--- src/rtl/xbus_pkg.sv ---
package xbus_pkg;
  typedef enum logic [2:0] {
    ST_IDLE,
    ST_ADR,
    ST_TURN,
    ST_STRB,
    ST_HOLD,
    ST_XTRA
  } xb_state_e;

  localparam int CTL_ALE = 0;
  localparam int CTL_RD  = 1;
  localparam int CTL_WR  = 2;
  localparam int CTL_N   = 3;
endpackage

--- src/rtl/xbus_decode.sv ---
module xbus_decode #(
  parameter int AW = 16,
  parameter int HW = 8,
  parameter int HCW = 4,
  parameter logic [AW-1:0] INT_TOP = 16'h10FF
) (
  input  logic [AW-1:0]  addr,
  input  logic           cfg_en,
  input  logic           cfg_compat,
  input  logic [1:0]     cfg_wait,
  input  logic [HCW-1:0] cfg_hi_w,
  output logic           is_ext,
  output logic           is_int,
  output logic [1:0]     wait_n,
  output logic           extra,
  output logic [HW-1:0]  hi_mask
);
  localparam logic [HCW-1:0] HW_C = HCW'(HW);

  logic [1:0]     code;
  logic [HCW-1:0] width;

  always_comb begin
    is_int = (addr <= INT_TOP);
    is_ext = cfg_en && (addr > INT_TOP);
    code   = cfg_compat ? {1'b0, cfg_wait[0]} : cfg_wait;
    wait_n = (code == 2'd3) ? 2'd2 : code;
    extra  = (code == 2'd3);
    if (cfg_compat || (cfg_hi_w > HW_C)) width = HW_C;
    else                                 width = cfg_hi_w;
  end

  for (genvar i = 0; i < HW; i++) begin : g_mask
    localparam logic [HCW-1:0] IDX = HCW'(i);
    assign hi_mask[i] = (IDX < width);
  end
endmodule

--- src/rtl/xbus_seq.sv ---
module xbus_seq
  import xbus_pkg::*;
#(
  parameter int AW = 16,
  parameter int DW = 8,
  parameter logic [AW-1:0] INT_TOP = 16'h10FF
) (
  input  logic          clk,
  input  logic          rst_n,
  input  logic          req,
  input  logic          we,
  input  logic [AW-1:0] addr,
  input  logic [DW-1:0] wdata,
  input  logic          is_ext,
  input  logic          is_int,
  input  logic [1:0]    wait_n,
  input  logic          extra,
  input  logic [DW-1:0] ad_i,
  input  logic [DW-1:0] int_rdata,
  output logic          ale,
  output logic          rd_n,
  output logic          wr_n,
  output logic [DW-1:0] lane_o,
  output logic          lane_oe,
  output logic [AW-1:0] addr_q,
  output logic          int_cs,
  output logic          int_we,
  output logic [DW-1:0] rdata,
  output logic          ready
);
  xb_state_e     state_q, state_d;
  logic [1:0]    cnt_q, cnt_d;
  logic [1:0]    wait_q;
  logic          xtra_q, ext_q, int_q, we_q;
  logic [DW-1:0] wdata_q, rdata_q;
  logic          cap, last_strb, rd_cap;

  always_comb begin
    state_d = state_q;
    cnt_d   = cnt_q;
    cap     = 1'b0;
    case (state_q)
      ST_IDLE: if (req) begin
        state_d = ST_ADR;
        cap     = 1'b1;
      end
      ST_ADR:  state_d = ST_TURN;
      ST_TURN: begin
        state_d = ST_STRB;
        cnt_d   = wait_q;
      end
      ST_STRB: if (cnt_q == 2'd0) state_d = ST_HOLD;
               else               cnt_d   = cnt_q - 2'd1;
      ST_HOLD: state_d = xtra_q ? ST_XTRA : ST_IDLE;
      ST_XTRA: state_d = ST_IDLE;
      default: state_d = ST_IDLE;
    endcase
  end

  assign last_strb = (state_q == ST_STRB) && (cnt_q == 2'd0);
  assign rd_cap    = last_strb && !we_q;

  always_ff @(posedge clk or negedge rst_n) begin
    if (!rst_n) begin
      state_q <= ST_IDLE;
      cnt_q   <= '0;
      wait_q  <= '0;
      xtra_q  <= 1'b0;
      ext_q   <= 1'b0;
      int_q   <= 1'b0;
      we_q    <= 1'b0;
      addr_q  <= '0;
      wdata_q <= '0;
      rdata_q <= '0;
    end else begin
      state_q <= state_d;
      cnt_q   <= cnt_d;
      if (cap) begin
        addr_q  <= addr;
        wdata_q <= wdata;
        we_q    <= we;
        ext_q   <= is_ext;
        int_q   <= is_int;
        wait_q  <= is_ext ? wait_n : 2'd0;
        xtra_q  <= is_ext && extra;
      end
      if (rd_cap) begin
        if (ext_q)      rdata_q <= ad_i;
        else if (int_q) rdata_q <= int_rdata;
        else            rdata_q <= '0;
      end
    end
  end

  always_comb begin
    ale     = (state_q == ST_ADR);
    lane_oe = ale || (we_q && (state_q != ST_IDLE));
    lane_o  = ale ? addr_q[DW-1:0] : wdata_q;
    rd_n    = !((state_q == ST_STRB) && ext_q && !we_q);
    wr_n    = !((state_q == ST_STRB) && ext_q && we_q);
    int_cs  = (state_q == ST_STRB) && int_q;
    int_we  = int_cs && we_q;
    rdata   = rdata_q;
    ready   = ((state_q == ST_HOLD) && !xtra_q) || (state_q == ST_XTRA);
  end

  AST_EXT_ONLY_STROBE: assert property (@(posedge clk) disable iff (!rst_n)
    (!rd_n || !wr_n) |-> (addr_q > INT_TOP));
  AST_ALE_NO_STROBE: assert property (@(posedge clk) disable iff (!rst_n)
    ale |-> (rd_n && wr_n));
  AST_RD_LANE_FREE: assert property (@(posedge clk) disable iff (!rst_n)
    !rd_n |-> !lane_oe);
  AST_WR_DATA_HELD: assert property (@(posedge clk) disable iff (!rst_n)
    $rose(wr_n) |-> lane_oe);
  AST_INT_NO_STROBE: assert property (@(posedge clk) disable iff (!rst_n)
    int_cs |-> (rd_n && wr_n));
  AST_READY_PULSE: assert property (@(posedge clk) disable iff (!rst_n)
    ready |=> !ready);
endmodule

--- src/rtl/xbus_pinmux.sv ---
module xbus_pinmux
  import xbus_pkg::*;
#(
  parameter int DW = 8,
  parameter int HW = 8
) (
  input  logic             en,
  input  logic [HW-1:0]    hi_mask,
  input  logic [HW-1:0]    hi_val,
  input  logic [DW-1:0]    lane_o,
  input  logic             lane_oe,
  input  logic [CTL_N-1:0] ctl_val,
  input  logic [DW-1:0]    prt_ad_o,
  input  logic [DW-1:0]    prt_ad_oe,
  input  logic [HW-1:0]    prt_hi_o,
  input  logic [HW-1:0]    prt_hi_oe,
  input  logic [CTL_N-1:0] prt_ctl_o,
  input  logic [CTL_N-1:0] prt_ctl_oe,
  output logic [DW-1:0]    pad_ad_o,
  output logic [DW-1:0]    pad_ad_oe,
  output logic [HW-1:0]    pad_hi_o,
  output logic [HW-1:0]    pad_hi_oe,
  output logic [CTL_N-1:0] pad_ctl_o,
  output logic [CTL_N-1:0] pad_ctl_oe
);
  always_comb begin
    pad_ad_o   = en ? lane_o : prt_ad_o;
    pad_ad_oe  = en ? {DW{lane_oe}} : prt_ad_oe;
    pad_ctl_o  = en ? ctl_val : prt_ctl_o;
    pad_ctl_oe = en ? {CTL_N{1'b1}} : prt_ctl_oe;
  end

  for (genvar i = 0; i < HW; i++) begin : g_hi
    logic own;
    assign own          = en && hi_mask[i];
    assign pad_hi_o[i]  = own ? hi_val[i] : prt_hi_o[i];
    assign pad_hi_oe[i] = own ? 1'b1 : prt_hi_oe[i];
  end
endmodule

--- src/rtl/xbus_ctrl.sv ---
module xbus_ctrl
  import xbus_pkg::*;
#(
  parameter int AW = 16,
  parameter int DW = 8,
  parameter logic [AW-1:0] INT_TOP = 16'h10FF,
  localparam int HW = AW - DW,
  localparam int HI_CW = $clog2(HW + 2)
) (
  input  logic             clk,
  input  logic             rst_n,
  input  logic             cfg_en,
  input  logic             cfg_compat,
  input  logic [1:0]       cfg_wait,
  input  logic [HI_CW-1:0] cfg_hi_w,
  input  logic             cpu_req,
  input  logic             cpu_we,
  input  logic [AW-1:0]    cpu_addr,
  input  logic [DW-1:0]    cpu_wdata,
  output logic [DW-1:0]    cpu_rdata,
  output logic             cpu_ready,
  output logic             int_cs,
  output logic             int_we,
  input  logic [DW-1:0]    int_rdata,
  input  logic [DW-1:0]    prt_ad_o,
  input  logic [DW-1:0]    prt_ad_oe,
  input  logic [HW-1:0]    prt_hi_o,
  input  logic [HW-1:0]    prt_hi_oe,
  input  logic [CTL_N-1:0] prt_ctl_o,
  input  logic [CTL_N-1:0] prt_ctl_oe,
  input  logic [DW-1:0]    pad_ad_i,
  output logic [DW-1:0]    pad_ad_o,
  output logic [DW-1:0]    pad_ad_oe,
  output logic [HW-1:0]    pad_hi_o,
  output logic [HW-1:0]    pad_hi_oe,
  output logic [CTL_N-1:0] pad_ctl_o,
  output logic [CTL_N-1:0] pad_ctl_oe
);
  logic [1:0]    rst_pipe;
  logic          rst_sn;
  logic          is_ext, is_int, extra, ale, rd_n, wr_n, lane_oe;
  logic [1:0]    wait_n;
  logic [HW-1:0] hi_mask;
  logic [DW-1:0] lane_o;
  logic [AW-1:0] addr_q;
  logic [CTL_N-1:0] ctl_val;

  always_ff @(posedge clk or negedge rst_n) begin
    if (!rst_n) rst_pipe <= 2'b00;
    else        rst_pipe <= {rst_pipe[0], 1'b1};
  end
  assign rst_sn = rst_pipe[1];

  xbus_decode #(.AW(AW), .HW(HW), .HCW(HI_CW), .INT_TOP(INT_TOP)) u_dec (
    .addr(cpu_addr), .cfg_en(cfg_en), .cfg_compat(cfg_compat),
    .cfg_wait(cfg_wait), .cfg_hi_w(cfg_hi_w), .is_ext(is_ext),
    .is_int(is_int), .wait_n(wait_n), .extra(extra), .hi_mask(hi_mask)
  );

  xbus_seq #(.AW(AW), .DW(DW), .INT_TOP(INT_TOP)) u_seq (
    .clk(clk), .rst_n(rst_sn), .req(cpu_req), .we(cpu_we),
    .addr(cpu_addr), .wdata(cpu_wdata), .is_ext(is_ext), .is_int(is_int),
    .wait_n(wait_n), .extra(extra), .ad_i(pad_ad_i),
    .int_rdata(int_rdata), .ale(ale), .rd_n(rd_n), .wr_n(wr_n),
    .lane_o(lane_o), .lane_oe(lane_oe), .addr_q(addr_q),
    .int_cs(int_cs), .int_we(int_we), .rdata(cpu_rdata),
    .ready(cpu_ready)
  );

  always_comb begin
    ctl_val          = '0;
    ctl_val[CTL_ALE] = ale;
    ctl_val[CTL_RD]  = rd_n;
    ctl_val[CTL_WR]  = wr_n;
  end

  xbus_pinmux #(.DW(DW), .HW(HW)) u_mux (
    .en(cfg_en), .hi_mask(hi_mask), .hi_val(addr_q[AW-1:DW]),
    .lane_o(lane_o), .lane_oe(lane_oe), .ctl_val(ctl_val),
    .prt_ad_o(prt_ad_o), .prt_ad_oe(prt_ad_oe), .prt_hi_o(prt_hi_o),
    .prt_hi_oe(prt_hi_oe), .prt_ctl_o(prt_ctl_o), .prt_ctl_oe(prt_ctl_oe),
    .pad_ad_o(pad_ad_o), .pad_ad_oe(pad_ad_oe), .pad_hi_o(pad_hi_o),
    .pad_hi_oe(pad_hi_oe), .pad_ctl_o(pad_ctl_o), .pad_ctl_oe(pad_ctl_oe)
  );

  AST_DIS_PASS: assert property (@(posedge clk) disable iff (!rst_sn)
    !cfg_en |-> (pad_ctl_oe == prt_ctl_oe && pad_hi_oe == prt_hi_oe));
  AST_EN_CTL_OWN: assert property (@(posedge clk) disable iff (!rst_sn)
    cfg_en |-> (pad_ctl_oe == {CTL_N{1'b1}}));
endmodule

--- config.mk ---
export PLATFORM = sky130hd
export DESIGN_NAME = xbus_ctrl
export DESIGN_NICKNAME = d
export VERILOG_FILES = /design/src/rtl/xbus_pkg.sv /design/src/rtl/xbus_decode.sv /design/src/rtl/xbus_seq.sv /design/src/rtl/xbus_pinmux.sv /design/src/rtl/xbus_ctrl.sv
export SDC_FILE = /design/constraint.sdc
export NUM_CORES = 1
export LEC_CHECK = 0
export BUFFER_PORTS_ARGS = -buffer_cell sky130_fd_sc_hd__buf_2
export CAP_MARGIN = 25
export CORE_MARGIN = 2
export CORE_UTILIZATION = 49
export CTS_CLUSTER_SIZE = 20
export DETAILED_ROUTE_END_ITERATION = 8
export PLACE_DENSITY = 0.9
export RECOVER_POWER = 25
export SYNTH_ARGS = -nofsm -noshare
export SYNTH_HDL_FRONTEND = slang
export SYNTH_HIERARCHICAL = 1
export SYNTH_SLANG_ARGS = --single-unit
--- constraint.sdc ---
create_clock -name clk -period 4 [get_ports clk]
set_input_delay 0.4 -clock clk [delete_from_list [all_inputs] [get_ports clk]]
set_output_delay 0.4 -clock clk [all_outputs]
set_load 0.01 [all_outputs]
Word-level counts from Yosys, hierarchy flattened
Index checks and enable logic that the tools add are counted.

cells by class
  $add $sub $neg = 1
  $lt $le $gt $ge = 11
  equality and inequality tests = 9
  mux-type cells = 35
  reductions and logical operators = 32

operators by type and width
  cell                    number
  $mux W8                 5
  $logic_and A1 B1 Y1     19
  $mux W1                 18
  $gt A16 B13 Y1 const B  1
  $le A16 B13 Y1 const B  1
  $lt A3 B4 Y1 const A    4
  $mux W3                 5
  $pmux W3 S5             1
  $lt A1 B4 Y1 const A    2
  $lt A2 B4 Y1 const A    2
  $mux W2                 4
  $eq A3 B2 Y1 const B    2
  $eq A3 B3 Y1 const B    2
  $ne A2 B2 Y1 const B    3
  $gt A4 B4 Y1 const B    1
  $logic_not A1 Y1        4
  $mux W4                 1
  $pmux W2 S2             1
  $reduce_and A2 Y1       2
  $eq A3 B1 Y1 const B    1
  $logic_not A3 Y1        1
  $logic_or A1 B1 Y1      3
  $reduce_bool A3 Y1      1
  $eq A2 B2 Y1 const B    1
  3 further kinds         3

storage, ports and cells
  register bits = 45
  input bits = 90
  output and inout bits = 49
  word-level logic and storage cells = 99

Longest topological paths before layout
  depth after elaboration = 6
  gate-level depth with buffers = 6
  gate-level depth less buffers = 5

Hierarchy
Netlist, hierarchy kept.

modules (own cells, without submodules)
  module       times used  cells an instance  area an instance (um^2)  seq. area each (um^2)
  xbus_seq     1           150                1998.2                   1076.0
  xbus_pinmux  1           58                 434.2                    0.0
  xbus_decode  1           19                 135.1                    0.0
  xbus_ctrl    1           3                  53.8                     50.0

Worst setup path before layout
OpenSTA, ideal clock, no wires.

  path type = input-to-output
  from = input cfg_compat
  to = output pad_hi_o[0]
  arrival = 1.661 ns
  data required time = 3.600 ns
  slack = 1.939 ns
  stages on the path = 4
  buffers on the path = 0
  cell sequence = or4_1 -> or2_2 -> nand2_1 -> mux2_2

between the ends
  cells in the longest elaborated chain, start to end = 5

ends and longest elaborated chain
  element               RTL line           text
  from (decl)           xbus_ctrl.sv:13    input logic cfg_compat,
  $logic_or A1 B1 Y1    xbus_decode.sv:29  if (cfg_compat || (cfg_hi_w > HW_C)) width = HW_C;
  $mux W4               xbus_decode.sv:29
  $lt A1 B4 Y1          xbus_decode.sv:35  assign hi_mask[i] = (IDX < width);
  named net hi_mask[0]  xbus_ctrl.sv:43    logic [HW-1:0] hi_mask;
  $logic_and A1 B1 Y1   xbus_pinmux.sv:35  assign own = en && hi_mask[i];
  $mux W1               xbus_pinmux.sv:36  assign pad_hi_o[i] = own ? hi_val[i] : prt_hi_o[i];
  to (decl)             xbus_ctrl.sv:34    output logic [HW-1:0] pad_hi_o,

The timed path passes the listed nets, and every way through them passes these cells.

Worst setup path in the final report
  from = register u_seq.state_q[0]
  to = output pad_ad_o[7]

between the ends
  cells in the longest elaborated chain, start to end = 3

ends and longest elaborated chain
  element                 RTL line           text
  from (decl)             xbus_seq.sv:31     xb_state_e state_q, state_d;
  from (signal assigned)  xbus_seq.sv:76     state_q <= state_d;
  $eq A3 B1 Y1            xbus_seq.sv:96     ale = (state_q == ST_ADR);
  named net ale           xbus_ctrl.sv:41    logic is_ext, is_int, extra, ale, rd_n, wr_n, lane_oe;
  $mux W8                 xbus_seq.sv:98     lane_o = ale ? addr_q[DW-1:0] : wdata_q;
  named net lane_o[7]     xbus_ctrl.sv:44    logic [DW-1:0] lane_o;
  $mux W8                 xbus_pinmux.sv:27  pad_ad_o = en ? lane_o : prt_ad_o;
  to (decl)               xbus_ctrl.sv:32    output logic [DW-1:0] pad_ad_o,

The timed path passes the listed nets, and every way through them passes these cells.

==> results.py <==
metrics = {
    "timing": {
        "worst_pin_slew_ns": 1.68,
        "fmax_mhz": 382,
        "setup_ws_ns": 1.38,
        "skew_ns": 0.00415,
        "maxSlewHeadroom_pct": -11.8,
        "fin_setup_tns_ns": 0,
        "period_share_pct": 65.4,
        "min_period_ns": 2.62,
        "final_max_slew_viol_count": 44,
        "hold_viol": 0,
        "grt_setup_unrepaired": "false",
        "setup_viol": 0,
    },
    "power": {
        "ir_drop_mv": 0.348,
        "p_sw_uw": 732,
        "comb_power_share_pct": 41.3,
        "power_frac_clock_pct": 18.7,
        "powerDensity_nw_per_um2": 617,
        "power.share.switching_pct": 34.2,
        "leakagePower_uw": 0.00176,
        "p_int_uw": 1410,
        "p_seq_share_pct": 40.0,
    },
    "grt": {
        "grt_pass1_wl_um": 9810,
        "grt_pass1_vias": 2117,
        "grt_max_degree": 44,
        "overflow": 0,
        "grt_usage_pct": 20.9,
        "antenna_found_initial": 0,
    },
    "synthesis": {
        "syn_nets": 321,
        "ys_ff_latch": 45,
        "yosysTopAreaCellShare_pct": 43.0,
        "synth.area.top_cells": "dfrtp_1 (43%), mux2_2 (15%), mux2_1 (8.6%)",
        "synth-edff-count": 0,
        "synth_compound_area_share_pct": 9.31,
        "syn_inst": 230,
        "yosys_warnings": 6,
        "synth.distinct_cells": 40,
        "synth_top_area_cell": "dfrtp_1",
        "synthMuxAreaShare_pct": 27.5,
        "yosysSeqAreaShare_pct": 43.0,
        "syn_area_um2": 2620,
        "synth_fa_ha_area_share_pct": 0.477,
        "synth_top_family_by_area": "multiplexers",
        "async_flop_share_pct": 100,
        "ys_top_cells_by_count": "dfrtp_1 (45), mux2_2 (36), mux2_1 (20)",
        "synth_xor_area_share_pct": 0,
        "yosys.area_share.simple_pct": 14.5,
        "syn_avg_cell_area_um2": 11.4,
        "yosys.cell_count.top_type": "dfrtp_1",
        "yosys_most_used_dff": "dfrtp_1",
    },
    "layout": {
        "syn2layout_area_growth_pct": 32.5,
        "num_antenna_cells": 0,
        "drive_above_1_share_pct": 54.6,
        "nNetsFinal": 458,
    },
    "route": {
        "drt_wl_total_um": 6240,
        "via_count": 2236,
        "drt_iter0_drc": 82,
        "drc_errors": 0,
        "wl_per_cell_um": 14.2,
        "ant_nets": 0,
        "first_pass_iters": 4,
        "avgViaCountPerCell": 5.11,
    },
    "clock_network": {
        "cts-resized-gates": 0,
        "cts_buffers": 5,
        "htree_levels": 2,
        "clockBufferDepth": 2,
        "cts_tree": "done",
        "clkLatencyLatePin_ns": 0.30,
        "root_buffer": "clkbuf_8",
        "post_cts_buffers": 0,
        "cts.sinks": 45,
        "clkTransAtPathRegs_ns": 0.08,
    },
    "critical_path": {
        "r2r_slack_ns": 2.20,
        "cpPeakStageDelay_ns": 0.54,
        "arrival_ns": 2.22,
        "reg2reg_to": "u_seq/addr_q[11]",
        "crit_top_cell": "mux2_2",
        "cp_num_buf_inv": 2,
        "r2r_cells": 3,
        "critPathLaunchType": "flip-flop",
        "worstPathRequired_ns": 3.60,
        "end_kind": "primary output",
        "timing.rr.start": "u_seq/state_q[1]",
        "worstPathMaxFanout": 10,
        "path_class": "flip-flop to primary output",
        "slowest_stage": "dfrtp_1",
        "crit_chain": "inv_1, nor3_4, mux2_2, mux2_2, buf_2",
        "crit_family": "multiplexers",
    },
    "die": {
        "die_x_um": 77.1,
        "die-area_um2": 5950,
        "initial_utilization_pct": 51.0,
        "rows": 26,
        "top_level_ports": 139,
        "coreArea_um2": 5140,
        "die_y_um": 77.1,
    },
    "status": {
        "violations": "max-capacitance violations, max-slew violations",
        "outcome": "finished, violations left",
    },
    "worst_hold_path": {
        "hold_class": "primary input to flip-flop",
        "min_path_cells": 2,
        "hold_end": "u_seq/wdata_q[4]",
        "hp-start": "cpu_wdata[4]",
    },
    "place": {
        "pre_cts_ws_ns": 1.64,
        "place_congestion": 0.856,
        "dp_hpwl_um": 4820,
        "portBuffers": 138,
    },
    "job": {
        "maxCapViolations": 1,
    },
}
layout make-up:
| cell class | instances | area (µm²) |
|---|---|---|
| multi-input cells | 160 | 1360 |
| clock inverters | 3 | 65.1 |
| clock buffers | 5 | 68.8 |
| flip-flops and latches | 45 | 1130 |
| repair buffers | 140 | 707 |
| fillers | 398 | 1670 |
| well taps | 70 | 87.6 |
| inverters | 15 | 56.3 |
flip-flops by register name, indices dropped and copies added (netlist names), 2 cells and up:
register and cells:
u_seq/addr_q 16, u_seq/rdata 8, u_seq/wdata_q 8, u_seq/state_q 3, rst_pipe 2, u_seq/cnt_q 2, u_seq/wait_q 2
stage by stage:
| step | util, % | hold slack, ns | cell area, µm² | std cells | power (µW) |
|---|---|---|---|---|---|
| 2_1_floorplan | - | 0.104 | 2620 | 230 | 1470 |
| 3_3_place_gp | 64.8 | 0.186 | 3330 | 429 | 1700 |
| 3_5_place_dp | 64.8 | 0.187 | 3330 | 429 | 1750 |
| 4_1_cts | 67.6 | 0.303 | 3470 | 438 | 2160 |
| 5_1_grt | 67.6 | 0.301 | 3470 | 438 | 2290 |
| 6_report | 67.6 | 0.310 | 3470 | 438 | 2140 |
layer usage:
layer  wire, µm  track usage [%]  vias up
met5          0                0        -
met4        123             8.93        0
met3        389             6.00       11
met2       3120             34.3       89
met1       2600             25.6     1054
li1           -                -     1082
logic make-up (layout without fill, tap and decap cells):
logic type | Yosys count | count (layout)
simple gates | 60 | 60
fa+ha+maj | 1 | 1
flops | 45 | 45
compound gates | 36 | 36
buf+inv | 25 | 163
other cells | 1 | 1
mux | 62 | 62
power groups by stage:
stage               Clock (µW)  Combinational, µW  Sequential, µW
CTS                        411                892             859
global route               431                969             892
global placement             0                850             854
floorplan                    0                674             794
detailed placement           0                886             863
finish                     401                885             856
worst max-delay path by stage:
stage	depth (start not counted)	slack (ns)	from	endpoint
3_5_place_dp	6	1.64	cfg_compat	pad_hi_o[0]
3_3_place_gp	6	1.67	cfg_compat	pad_hi_o[0]
5_1_grt	5	1.24	u_seq/state_q[0]	pad_ad_o[7]
6_report	5	1.38	u_seq/state_q[0]	pad_ad_o[7]
2_1_floorplan	4	1.94	cfg_compat	pad_hi_o[0]
4_1_cts	5	1.38	u_seq/state_q[0]	pad_ad_o[7]
worst register-to-register path: stages (launching register included):
cell	delay, ns
dfrtp_1	0.56
nor4b_4	0.31
buf_4	0.41
mux2_2	0.41
layout by cell type (no fill, tap or decap), drive strengths merged, types with 2 or more instances in the layout:
cell type / n
and2: 2
a22oi: 2
dfrtp: 45
nor3: 2
nor2: 3
or4: 2
buf: 138
nand3: 5
bufinv: 2
inv: 15
o21ai: 19
nand2: 19
nor2b: 4
a22o: 6
mux2: 62
clkbuf: 6
nand3b: 3
a21oi: 3
or2: 4
nand2b: 10
timing repair:
item / in CTS / in global routing
endpoints found under the setup margin: 0 / 0
hold buffers: 1 / 0
hold endpoints to repair: 2 / 0
(Power assumes the default switching activity.)
